==> config.mk <==
export PLATFORM = sky130hd
export DESIGN_NAME = fm_timer_status
export DESIGN_NICKNAME = d
export VERILOG_FILES = /design/src/rtl/fm_tmr_pkg.sv /design/src/rtl/fm_tmr_prescale.sv /design/src/rtl/fm_tmr_down.sv /design/src/rtl/fm_host_port.sv /design/src/rtl/fm_timer_status.sv
export SDC_FILE = /design/constraint.sdc
export NUM_CORES = 1
export LEC_CHECK = 0
export BUFFER_PORTS_ARGS = -buffer_cell sky130_fd_sc_hd__buf_2
export CORE_MARGIN = 10
export CORE_UTILIZATION = 40
export CTS_CLUSTER_SIZE = 28
export DETAILED_ROUTE_END_ITERATION = 10
export PLACE_DENSITY = 0.73
export SYNTH_ARGS = -nofsm -noshare
export SYNTH_HDL_FRONTEND = slang
export SYNTH_SLANG_ARGS = --single-unit
==> constraint.sdc <==
create_clock -name clk -period 3.15 [get_ports clk]
set_clock_uncertainty 0.15 [all_clocks]
set_input_delay 0.4725 -clock clk [delete_from_list [all_inputs] [get_ports clk]]
set_output_delay 0.4725 -clock clk [all_outputs]
set_load 0.005 [all_outputs]
==> src/rtl/fm_tmr_pkg.sv <==
package fm_tmr_pkg;
  localparam int TICK_CYC  = 144;
  localparam int B_DIV     = 16;
  localparam int BUSY_CYC  = 17;
  localparam int REG_W     = 8;
  localparam int TA_LO_W   = 2;
  localparam int CTRL_W    = 6;

  localparam int CB_RUN_A  = 0;
  localparam int CB_RUN_B  = 1;
  localparam int CB_FLG_A  = 2;
  localparam int CB_FLG_B  = 3;
  localparam int CB_CLR_A  = 4;
  localparam int CB_CLR_B  = 5;

  localparam logic [7:0] BANK0_LO = 8'h21;
  localparam logic [7:0] BANK1_LO = 8'h30;
  localparam logic [7:0] BANK_HI  = 8'hB6;
endpackage

==> src/rtl/fm_tmr_prescale.sv <==
module fm_tmr_prescale #(
  parameter int TICK_CYC = 144,
  parameter int B_DIV    = 16
) (
  input  logic clk,
  input  logic rst_n,
  output logic tick_a,
  output logic tick_b
);
  localparam int PW = (TICK_CYC > 1) ? $clog2(TICK_CYC) : 1;
  localparam int BW = (B_DIV > 1) ? $clog2(B_DIV) : 1;

  logic [PW-1:0] presc;
  logic [BW-1:0] bdiv;

  always_ff @(posedge clk) begin
    if (!rst_n) begin
      presc <= '0;
    end else if (presc == PW'(TICK_CYC - 1)) begin
      presc <= '0;
    end else begin
      presc <= presc + 1'b1;
    end
  end

  always_ff @(posedge clk) begin
    if (!rst_n) begin
      bdiv <= '0;
    end else if (tick_a) begin
      if (bdiv == BW'(B_DIV - 1)) bdiv <= '0;
      else                         bdiv <= bdiv + 1'b1;
    end
  end

  assign tick_a = (presc == '0);
  assign tick_b = tick_a && (bdiv == '0);

  AST_TICKB_ON_TICKA: assert property (@(posedge clk) disable iff (!rst_n)
    tick_b |-> tick_a);
  AST_TICK_SPACING: assert property (@(posedge clk) disable iff (!rst_n)
    tick_a |=> !tick_a);
endmodule

==> src/rtl/fm_tmr_down.sv <==
module fm_tmr_down #(
  parameter int W = 10
) (
  input  logic         clk,
  input  logic         rst_n,
  input  logic         step,
  input  logic [W-1:0] reload,
  input  logic         flag_en,
  input  logic         flag_clr,
  output logic         flag
);
  logic [W-1:0] cnt;
  logic         wrap;

  assign wrap = step && (cnt == '0);

  always_ff @(posedge clk) begin
    if (!rst_n) begin
      cnt <= '0;
    end else if (step) begin
      if (cnt == '0) cnt <= reload;
      else           cnt <= cnt - 1'b1;
    end
  end

  always_ff @(posedge clk) begin
    if (!rst_n) begin
      flag <= 1'b0;
    end else if (flag_clr) begin
      flag <= 1'b0;
    end else if (wrap && flag_en) begin
      flag <= 1'b1;
    end
  end

  AST_FLAG_CAUSE: assert property (@(posedge clk) disable iff (!rst_n)
    $rose(flag) |-> $past(wrap && flag_en && !flag_clr));
  AST_HOLD_IDLE: assert property (@(posedge clk) disable iff (!rst_n)
    !step |=> $stable(cnt));
  AST_CLEAR_WINS: assert property (@(posedge clk) disable iff (!rst_n)
    flag_clr |=> !flag);
endmodule

==> src/rtl/fm_host_port.sv <==
module fm_host_port #(
  parameter int         BUSY_CYC = 17,
  parameter int         REG_W    = 8,
  parameter logic [7:0] BANK0_LO = 8'h21,
  parameter logic [7:0] BANK1_LO = 8'h30,
  parameter logic [7:0] BANK_HI  = 8'hB6
) (
  input  logic             clk,
  input  logic             rst_n,
  input  logic             addr_wr,
  input  logic             data_wr,
  input  logic             part_sel,
  input  logic [REG_W-1:0] host_addr,
  input  logic [REG_W-1:0] host_data,
  output logic             busy,
  output logic             reg_we,
  output logic             reg_part,
  output logic [REG_W-1:0] reg_addr,
  output logic [REG_W-1:0] reg_data
);
  localparam int BUSY_W = $clog2(BUSY_CYC + 1);

  logic              sel_valid;
  logic              sel_part;
  logic [REG_W-1:0]  sel_addr;
  logic [BUSY_W-1:0] busy_cnt;
  logic              in_win;
  logic              accept;

  always_comb begin
    if (part_sel)
      in_win = (host_addr >= REG_W'(BANK1_LO)) && (host_addr <= REG_W'(BANK_HI));
    else
      in_win = (host_addr >= REG_W'(BANK0_LO)) && (host_addr <= REG_W'(BANK_HI));
  end

  assign busy   = (busy_cnt != '0);
  assign accept = data_wr && sel_valid && !busy;

  always_ff @(posedge clk) begin
    if (!rst_n) begin
      sel_valid <= 1'b0;
      sel_part  <= 1'b0;
      sel_addr  <= '0;
    end else if (addr_wr) begin
      sel_valid <= in_win;
      sel_part  <= part_sel;
      sel_addr  <= host_addr;
    end else if (accept) begin
      sel_valid <= 1'b0;
    end
  end

  always_ff @(posedge clk) begin
    if (!rst_n) begin
      busy_cnt <= '0;
    end else if (accept) begin
      busy_cnt <= BUSY_W'(BUSY_CYC);
    end else if (busy) begin
      busy_cnt <= busy_cnt - 1'b1;
    end
  end

  always_ff @(posedge clk) begin
    if (!rst_n) begin
      reg_we   <= 1'b0;
      reg_part <= 1'b0;
      reg_addr <= '0;
      reg_data <= '0;
    end else begin
      reg_we <= accept;
      if (accept) begin
        reg_part <= sel_part;
        reg_addr <= sel_addr;
        reg_data <= host_data;
      end
    end
  end

  AST_WE_STARTS_BUSY: assert property (@(posedge clk) disable iff (!rst_n)
    reg_we |-> busy);
  AST_NO_WRITE_WHEN_BUSY: assert property (@(posedge clk) disable iff (!rst_n)
    (data_wr && busy) |=> !reg_we);
  AST_SEL_DROPPED: assert property (@(posedge clk) disable iff (!rst_n)
    (reg_we && !$past(addr_wr)) |-> !sel_valid);
  AST_WE_IN_WINDOW: assert property (@(posedge clk) disable iff (!rst_n)
    reg_we |-> (reg_addr <= REG_W'(BANK_HI)) &&
               (reg_addr >= (reg_part ? REG_W'(BANK1_LO) : REG_W'(BANK0_LO))));
endmodule

==> src/rtl/fm_timer_status.sv <==
module fm_timer_status
  import fm_tmr_pkg::*;
#(
  parameter int TICKS    = TICK_CYC,
  parameter int BDIV     = B_DIV,
  parameter int BUSY_LEN = BUSY_CYC
) (
  input  logic               clk,
  input  logic               rst_n,
  input  logic               addr_wr,
  input  logic               data_wr,
  input  logic               part_sel,
  input  logic [REG_W-1:0]   host_addr,
  input  logic [REG_W-1:0]   host_data,
  input  logic [REG_W-1:0]   ta_hi,
  input  logic [TA_LO_W-1:0] ta_lo,
  input  logic [REG_W-1:0]   tb_val,
  input  logic [CTRL_W-1:0]  tmr_ctrl,
  output logic [7:0]         status,
  output logic               reg_we,
  output logic               reg_part,
  output logic [REG_W-1:0]   reg_addr,
  output logic [REG_W-1:0]   reg_data
);
  localparam int TA_W = REG_W + TA_LO_W;
  localparam int TB_W = REG_W;

  logic tick_a, tick_b;
  logic flag_a, flag_b;
  logic busy;

  fm_tmr_prescale #(.TICK_CYC(TICKS), .B_DIV(BDIV)) u_presc (
    .clk(clk), .rst_n(rst_n), .tick_a(tick_a), .tick_b(tick_b)
  );

  fm_tmr_down #(.W(TA_W)) u_tmr_a (
    .clk(clk), .rst_n(rst_n),
    .step(tick_a && tmr_ctrl[CB_RUN_A]),
    .reload({ta_hi, ta_lo}),
    .flag_en(tmr_ctrl[CB_FLG_A]),
    .flag_clr(tmr_ctrl[CB_CLR_A]),
    .flag(flag_a)
  );

  fm_tmr_down #(.W(TB_W)) u_tmr_b (
    .clk(clk), .rst_n(rst_n),
    .step(tick_b && tmr_ctrl[CB_RUN_B]),
    .reload(tb_val),
    .flag_en(tmr_ctrl[CB_FLG_B]),
    .flag_clr(tmr_ctrl[CB_CLR_B]),
    .flag(flag_b)
  );

  fm_host_port #(
    .BUSY_CYC(BUSY_LEN), .REG_W(REG_W),
    .BANK0_LO(BANK0_LO), .BANK1_LO(BANK1_LO), .BANK_HI(BANK_HI)
  ) u_port (
    .clk(clk), .rst_n(rst_n),
    .addr_wr(addr_wr), .data_wr(data_wr), .part_sel(part_sel),
    .host_addr(host_addr), .host_data(host_data),
    .busy(busy),
    .reg_we(reg_we), .reg_part(reg_part),
    .reg_addr(reg_addr), .reg_data(reg_data)
  );

  assign status = {busy, 5'b00000, flag_b, flag_a};

  AST_RESET_QUIET: assert property (@(posedge clk)
    !rst_n |=> (status == 8'h00) && !reg_we);
  AST_FLAG_A_NEEDS_RUN: assert property (@(posedge clk) disable iff (!rst_n)
    $rose(status[0]) |-> $past(tmr_ctrl[CB_RUN_A]));
endmodule

==> results.json, run 1 <==
{
  "post-route-min-period_ns": 2.645,
  "max-vdd-ir-drop_mv": 0.3566,
  "cp_data_arrival_time_ns": 2.02,
  "grt-ovfl-total": 0,
  "synth_compound_area_share_pct": 18.77,
  "die_h_um": 106.5,
  "yosys.area_share.adder_pct": 3.344,
  "syn_avg_cell_area_um2": 9.181,
  "routed_wl_um": 7133,
  "clk_latency_ns": 0.34,
  "yosys.area.top_type": "dfxtp_1",
  "drcViolationCount": 0,
  "async_flop_share_pct": 0,
  "pwr-share-comb_pct": 27.0,
  "synth.most_common_cell": "dfxtp_1",
  "power_switching_uw": 817.6,
  "rsz0062_at_grt": "false",
  "drv_slew": 0,
  "worstMarginPinSlew_ns": 0.8871,
  "numCtsBuffers": 9,
  "cts_root_buf": "clkbuf_8",
  "yosys.area_share.simple_pct": 20.11,
  "die_w_um": 106.5,
  "relSlewSlack_pct": 40.86,
  "initial_core_util_pct": 41.26,
  "place.gp.congestion": 0.9079,
  "areaGrowthSynthToFinish_pct": 20.23,
  "cp_max_fo": 5,
  "synth_warnings": 0,
  "clockBufferDepth": 2,
  "synth_ff_type": "dfxtp_1",
  "via_per_inst": 5.309,
  "finalHoldViolCount": 0,
  "syn_area_mm2": 0.002993,
  "grt_pass1_wl_um": 12050,
  "period_share_pct": 83.98,
  "yosysTopAreaCellShare_pct": 43.48,
  "tns_ns": 0,
  "synth_mux_area_share_pct": 5.100,
  "cellPowerDensity_mw_per_mm2": 717.8,
  "num_antenna_cells": 0,
  "num-fill-cells": 704,
  "cts_tree": "built",
  "drive_gt1_share_pct": 25.13,
  "dpl.hpwl_um": 5113,
  "cts_htree_levels": 3,
  "route.detailed.wl_per_inst_um": 14.59,
  "ys_seq_area_share_pct": 43.48,
  "clkSlewWorstSetupHoldPaths_ns": 0.08,
  "synth_area_leaders": "dfxtp_1, a22o_1, nor2_1",
  "hold_class": "in2reg",
  "cts_resized": 0,
  "outcome": "finished clean",
  "synth_top_family_by_area": "simple AND/OR/NAND/NOR gates",
  "power_leakage_uw": 0.001616,
  "core_area_mm2": 0.007253,
  "antenna_found_initial": 0,
  "end_kind": "output pin",
  "fin_util_pct": 49.61,
  "switching_share_pct": 31.65,
  "synth_edf_count": 0,
  "finalSetupViolCount": 0,
  "dr.pass1.iters": 4,
  "hold_buffers": 0,
  "worstSetupStartpointType": "flop",
  "synth.distinct_cells": 56,
  "grt_pass1_vias": 2555,
  "seq_power_share_pct": 38.7,
  "synth-xor-area-share_pct": 2.634,
  "cts_sinks": 65,
  "portBuffers": 65,
  "whs_ns": 0.1306,
  "clkPwrFrac_pct": 34.3,
  "fp-row-count": 31,
  "dieArea_mm2": 0.01134,
  "vias": 2596,
  "post_cts_buffers": 0,
  "drtAntennaViolNets": 0,
  "final_nets": 438,
  "yosys-top-cells-count": "dfxtp_1, nor2_1, inv_1",
  "internal-power_uw": 1765,
  "drtIter0Drc": 74,
  "grtUsageTotal_pct": 12.75,
  "required_ns": 2.53,
  "ys_seq_elements": 65,
  "grt_max_degree": 30,
  "fmax_mhz": 378.0,
  "critical_path_class": "reg2out",
  "syn_inst": 326,
  "io_pins": 71,
  "maxCapViolCount": 0
}
[per-layer routing]
layer	part of all wire, %	GRT usage [%]	wire [µm]	vias to the layer above
li1	-	-	-	1299
met1	48	15.54	3392	1216
met2	43	19.26	3061	79
met3	9.3	7.005	664	2
met4	0.18	2.901	13	0
met5	0	0	0	-
[metrics by stage]
step / cells / setup slack [ns] / cell area (µm²) / total power, µW
final: 489 / 0.5045 / 3598 / 2583
after global placement: 473 / 0.8537 / 3347 / 1689
after global routing: 489 / 0.3192 / 3598 / 2752
after CTS: 489 / 0.5098 / 3598 / 2605
after floorplan: 330 / 1.093 / 3008 / 1557
after detailed placement: 473 / 0.7213 / 3347 / 1708
[cells in the final DEF (no fill, tap or decap), types with 3 or more instances in the layout]
cell type | Yosys | final
nor4_1 | 4 | 4
a21oi_1 | 10 | 10
and3_2 | 3 | 3
inv_1 | 18 | 18
xor2_1 | 4 | 4
o21ai_0 | 9 | 9
clkbuf_8 | 0 | 10
nor3_1 | 10 | 10
nand3_1 | 15 | 15
nand2_1 | 16 | 16
nand4_1 | 7 | 7
a31oi_1 | 5 | 5
ha_1 | 8 | 8
a22o_1 | 17 | 17
a311oi_1 | 3 | 3
o211a_1 | 3 | 3
o31ai_1 | 5 | 5
bufinv_16 | 0 | 3
a211oi_1 | 3 | 3
and3_1 | 3 | 3
conb_1 | 1 | 5
nor2_1 | 35 | 35
buf_2 | 4 | 65
dfxtp_1 | 65 | 65
xnor2_1 | 5 | 5
o311ai_0 | 3 | 3
mux2i_1 | 13 | 13
[worst paths after layout]
kind | depth (start not counted) | from | endpoint | slack, ns
setup / recovery | 5 | u_port.busy_cnt[0] | status[7] | 0.50
hold / removal | 2 | tmr_ctrl[4] | u_tmr_a.flag | 0.13
setup reg to reg | 5 | u_port.busy_cnt[0] | u_port.reg_addr[5] | 0.70
hold reg to reg | 1 | u_presc.presc[0] | u_presc.presc[0] | 0.32
[critical path: stages, from the launching register on]
cell     delay (ns)
dfxtp_1        0.33
inv_1          0.08
ha_1           0.19
nor4b_1        0.67
inv_1          0.22
buf_2          0.19
[cells by family after synthesis]
family                     count (synthesis)
muxes                                     15
DFF                                       65
xor gates and xnor gates                   9
buffers and inverters                     41
and+or+nand+nor                          112
adders and majority gates                  8
other                                      1
AOI/OAI and AO/OA                         75
[state kept, by name, summed over array words and instances (netlist names)]
| signal | flops |
|---|---|
| u_tmr_a.cnt | 10 |
| u_tmr_b.flag | 1 |
| u_port.sel_valid | 1 |
| u_presc.bdiv | 4 |
| u_port.sel_part | 1 |
| u_port.sel_addr | 8 |
| u_presc.presc | 8 |
| u_port.busy_cnt | 5 |
| u_port.reg_we | 1 |
| u_port.reg_part | 1 |
| u_port.reg_data | 8 |
| u_tmr_b.cnt | 8 |
| u_tmr_a.flag | 1 |
| u_port.reg_addr | 8 |
[power by group through the flow]
stage               registers, µW  clock network [µW]  logic, µW
floorplan                     993                   0        564
global placement             1010                   0        677
detailed placement           1010                   0        694
CTS                           998                 908        699
global route                 1010                 947        790
finish                       1000                 885        698
[layout make-up]
class	count	area (µm²)	share of cell area, %
flip-flops and latches	65	1301	36.16
clock buffers	10	137.6	3.825
multi-input cells	224	1514	42.07
clock inverters	6	113.9	3.164
repair buffers	67	340.3	9.458
inverters	18	67.56	1.878
well taps	99	123.9	3.442
Note: power is estimated with default switching activity, not from simulation.
==> run 2: changes to the inputs <==
PLACE_DENSITY = 0.76   (was 0.73)
clock period = 2.3 ns   (was 3.15 ns; I/O delays follow)
==> run 2 against run 1 <==
Net effect: clock-buffer cell count down 1; critical path depth up 1; setup slack worse by 0.30 ns; final area up 0.70%; sequential cell count unchanged; via count up 3.3%; critical endpoint is now u_tmr_a.cnt[3]; routed wire length up 2.8%; non-clock buffer count up 9.
==> results.json, run 2 (synthesized netlist as in run 1, its figures left out) <==
{
  "outcome": "finished clean",
  "multi_input_area_mm2": 0.001514,
  "tns_ns": 0,
  "grtUsageTotal_pct": 12.73,
  "power_leakage_uw": 0.001635,
  "via_per_inst": 5.384,
  "clkSlewWorstSetupHoldPaths_ns": 0.08,
  "grt_pass1_vias": 2706,
  "dpl.hpwl_um": 5499,
  "required_ns": 2.39,
  "period_share_pct": 91.20,
  "cts_tree": "built",
  "largest_reg_flops": 10,
  "placedCellCount": 480,
  "drcViolationCount": 0,
  "cts_htree_levels": 3,
  "drive_gt1_share_pct": 26.32,
  "whs_ns": 0.05741,
  "hold_buffers": 2,
  "clockBufferDepth": 2,
  "core_area_mm2": 0.007253,
  "maxCapViolCount": 0,
  "fmax_mhz": 476.7,
  "num_antenna_cells": 0,
  "numCtsBuffers": 9,
  "worstSetupStartpointType": "flop",
  "critical_path_class": "reg2reg",
  "drtIter0Drc": 139,
  "r2r_setup_slack_ns": 0.20,
  "end_kind": "flop",
  "die_h_um": 106.5,
  "final_cell_mix": "buf_2, dfxtp_1, nor2_1, inv_1, a22o_1",
  "instances_no_fill": 498,
  "post_cts_buffers": 0,
  "routed_wl_um": 7335,
  "grt-ovfl-total": 0,
  "route.detailed.wl_per_inst_um": 14.73,
  "fin_util_pct": 49.96,
  "cts_resized": 0,
  "post-route-min-period_ns": 2.098,
  "fp-row-count": 31,
  "grt_pass1_wl_um": 12170,
  "antenna_found_initial": 0,
  "finalHoldViolCount": 0,
  "regArea_mm2": 0.001301,
  "io_pins": 71,
  "final_nets": 447,
  "drv_slew": 0,
  "cellPowerDensity_mw_per_mm2": 930.2,
  "num-fill-cells": 681,
  "cts_sinks": 65,
  "finalSetupViolCount": 0,
  "areaGrowthSynthToFinish_pct": 21.07,
  "grt_max_degree": 20,
  "top_register": "u_tmr_a.cnt",
  "die_w_um": 106.5,
  "portBuffers": 65,
  "dieArea_mm2": 0.01134,
  "vias": 2681,
  "rsz0062_at_grt": "false",
  "max-vdd-ir-drop_mv": 0.4423,
  "drtAntennaViolNets": 0,
  "hold_class": "in2reg",
  "total_power_uw": 3371,
  "cp_data_arrival_time_ns": 2.19,
  "initial_core_util_pct": 41.26,
  "place.gp.congestion": 0.9326,
  "cp_max_fo": 8,
  "dr.pass1.iters": 4,
  "clk_latency_ns": 0.34,
  "cts_root_buf": "clkbuf_8"
}
## run 2: final timing paths
kind,startpoint,endpoint,cells past startpoint
setup / recovery,u_tmr_a.cnt[0],u_tmr_a.cnt[3],6
hold / removal,host_data[0],u_port.reg_data[0],2
setup reg to reg,u_tmr_a.cnt[0],u_tmr_a.cnt[3],6
hold reg to reg,u_presc.presc[0],u_presc.presc[0],1
## run 2: per-layer routing
layer | share of wire, % | wire length [µm] | up-vias | global-route usage, %
met4 | 0.79 | 58 | 0 | 2.901
met3 | 12 | 868 | 8 | 7.911
li1 | - | - | 1320 | -
met5 | 0 | 0 | - | 0
met1 | 45 | 3273 | 1252 | 14.73
met2 | 43 | 3134 | 101 | 19.52
## run 2: area by class of cell
class                           count  share of cell area (%)
Inverter                           18                   1.865
Tap cell                           99                   3.419
Timing Repair Buffer               76                   11.40
Sequential cell                    65                   35.91
Clock inverter                      7                   2.210
Clock buffer                        9                   3.419
Multi-Input combinational cell    224                   41.78
## run 2: per-stage QoR
step	instance area, µm²	setup WS [ns]
2_1_floorplan	3008	0.2763
3_3_place_gp	3400	0.2824
3_5_place_dp	3400	0.2383
4_1_cts	3623	0.1766
5_1_grt	3623	0.01378
6_report	3623	0.2024
## run 2: critical path, stage by stage (launching register included)
cell and delay (ns):
dfxtp_1 0.34, inv_1 0.08, ha_1 0.30, or3b_2 0.53
o31ai_1 0.22, a211oi_1 0.11, o221a_2 0.27
## run 2: where the power goes
part | leakage (µW) | internal [µW] | switching, µW
Combinational | 0.00101 | 461 | 549
Clock | 0.0000960 | 509 | 479
Sequential | 0.000530 | 1250 | 126
Total | 0.00164 | 2220 | 1150
==> run 3: changes to the inputs <==
==> constraint.sdc (replaced) <==
create_clock -name clk -period 2.3 [get_ports clk]
set_clock_uncertainty 0.15 [all_clocks]
set_input_delay 0.345 -clock clk [delete_from_list [all_inputs] [get_ports clk]]
set_output_delay 0.345 -clock clk [all_outputs]
set_load 0.02 [all_outputs]
==> run 3 against run 2 <==
Net effect: sequential share of layout area decreased by 0.062 points; final area increased by 0.17%; first-iteration DRC count decreased by 1.4%; global-route usage unchanged; critical path depth unchanged; sequential cell count unchanged; register-to-register slack about the same; critical endpoint is now status[7].
==> results.json, run 3 (synthesized netlist as in run 1, its figures left out) <==
{
  "outcome": "finished clean",
  "final_nets": 447,
  "antenna_found_initial": 0,
  "portBuffers": 65,
  "drv_slew": 0,
  "routed_wl_um": 7363,
  "largest_reg_flops": 10,
  "internal-power_uw": 2221,
  "drtAntennaViolNets": 0,
  "final_cell_mix": "buf_2, dfxtp_1, nor2_1, inv_1, a22o_1",
  "cp_data_arrival_time_ns": 1.63,
  "place.gp.congestion": 0.9326,
  "worstSetupStartpointType": "flop",
  "required_ns": 1.80,
  "drive_gt1_share_pct": 26.57,
  "fmax_mhz": 470.5,
  "dr.pass1.iters": 4,
  "drtIter0Drc": 137,
  "fin_util_pct": 50.04,
  "use_met3_pct": 7.911,
  "switching_share_pct": 34.98,
  "cellPowerDensity_mw_per_mm2": 941.0,
  "timing.rr.start": "u_tmr_a.cnt[0]",
  "crit_path_start": "u_port.busy_cnt[0]",
  "areaGrowthSynthToFinish_pct": 21.28,
  "power_switching_uw": 1195,
  "initial_core_util_pct": 41.26,
  "num_antenna_cells": 0,
  "route.detailed.wl_per_inst_um": 14.79,
  "hold_class": "in2reg",
  "core_area_mm2": 0.007253,
  "top_register": "u_tmr_a.cnt",
  "clkSlewWorstSetupHoldPaths_ns": 0.08,
  "period_share_pct": 92.40,
  "post-route-min-period_ns": 2.125,
  "dieArea_mm2": 0.01134,
  "die_w_um": 106.5,
  "cts_tree": "built",
  "cp_max_fo": 5,
  "via_per_inst": 5.386,
  "critical_path_class": "reg2out",
  "grt_max_degree": 20,
  "pwr-share-comb_pct": 30.8,
  "whs_ns": 0.05355,
  "worstHoldStart": "host_data[0]",
  "rsz0062_at_grt": "false",
  "grtUsageTotal_pct": 12.73,
  "finalHoldViolCount": 0,
  "top_usage_layer": "met2",
  "fp-row-count": 31,
  "cts_root_buf": "clkbuf_8",
  "die_h_um": 106.5,
  "power_leakage_uw": 0.001638,
  "vias": 2682,
  "finalSetupViolCount": 0,
  "end_kind": "output pin",
  "maxCapViolCount": 0,
  "dpl.hpwl_um": 5499,
  "numCtsBuffers": 9,
  "cts_sinks": 65,
  "tns_ns": 0,
  "met1_usage_pct": 14.73,
  "use_met2_pct": 19.52,
  "clk_latency_ns": 0.35,
  "grt_pass1_vias": 2706,
  "clkPwrFrac_pct": 29.0,
  "seq_power_share_pct": 40.2,
  "grt-ovfl-total": 0,
  "io_pins": 71,
  "clockBufferDepth": 2,
  "grt_pass1_wl_um": 12170,
  "drcViolationCount": 0,
  "cts_htree_levels": 3,
  "max-vdd-ir-drop_mv": 0.4516
}
==> run 3: cell types whose count changed in the layout (fill, tap and decap cells not counted) <==
cell / previous run / this run
nor4b_2: 0 / 1
nor4b_1: 2 / 1
==> run 3: final cells by class <==
cell class,instances,area [µm²]
clock buffer,9,123.9
clock inverter,7,80.08
fill,679,3623
inverter,18,67.56
multi-input combinational,224,1520
sequential,65,1301
tap,99,123.9
timing repair buffer,76,412.9
==> run 3: path summary, 6_finish.rpt <==
| check | cells past startpoint | to | slack [ns] |
|---|---|---|---|
| worst max-delay path | 6 | status[7] | 0.17 |
| worst min register to register | 1 | u_presc.presc[0] | 0.33 |
| worst min-delay path | 2 | u_port.reg_data[0] | 0.05 |
| worst max register to register | 6 | u_tmr_a.cnt[3] | 0.20 |
==> run 3: layer usage <==
metal  wire length (µm)  vias to the layer above
li1                   -                     1320
met1               3295                     1250
met2               3145                      102
met3                853                       10
met4                 68                        0
met5                  0                        -
==> run 3: power by group through the flow <==
stage	registers [µW]	clock network, µW	logic (µW)
6_report	1370	992	1050
5_1_grt	1390	1060	1170
4_1_cts	1370	1020	1040
3_5_place_dp	1390	0	1040
3_3_place_gp	1390	0	1020
2_1_floorplan	1370	0	794
==> run 3: worst max-delay path: stages, from the launching register on <==
cell and delay (ns):
dfxtp_1 0.37, inv_1 0.08, ha_1 0.23, nor4b_2 0.17, buf_4 0.15, inv_1 0.10
buf_2 0.18
==> run 3: timing repair <==
action / 4_1_cts / 5_1_grt
setup buffers: 0 / 0
hold endpoints to repair: 2 / 0
resized for setup: 0 / 1
hold buffers: 2 / 0
endpoints found under the setup margin: 0 / 1
==> run 3: per-stage QoR <==
stage	worst slack (ns)	instance area (µm²)	instances	total power, µW
floorplan	0.2763	3008	330	2167
global placement	0.2824	3400	480	2405
detailed placement	0.2383	3400	480	2428
CTS	0.1461	3623	498	3428
global route	0.04415	3630	498	3624
finish	0.1748	3630	498	3415
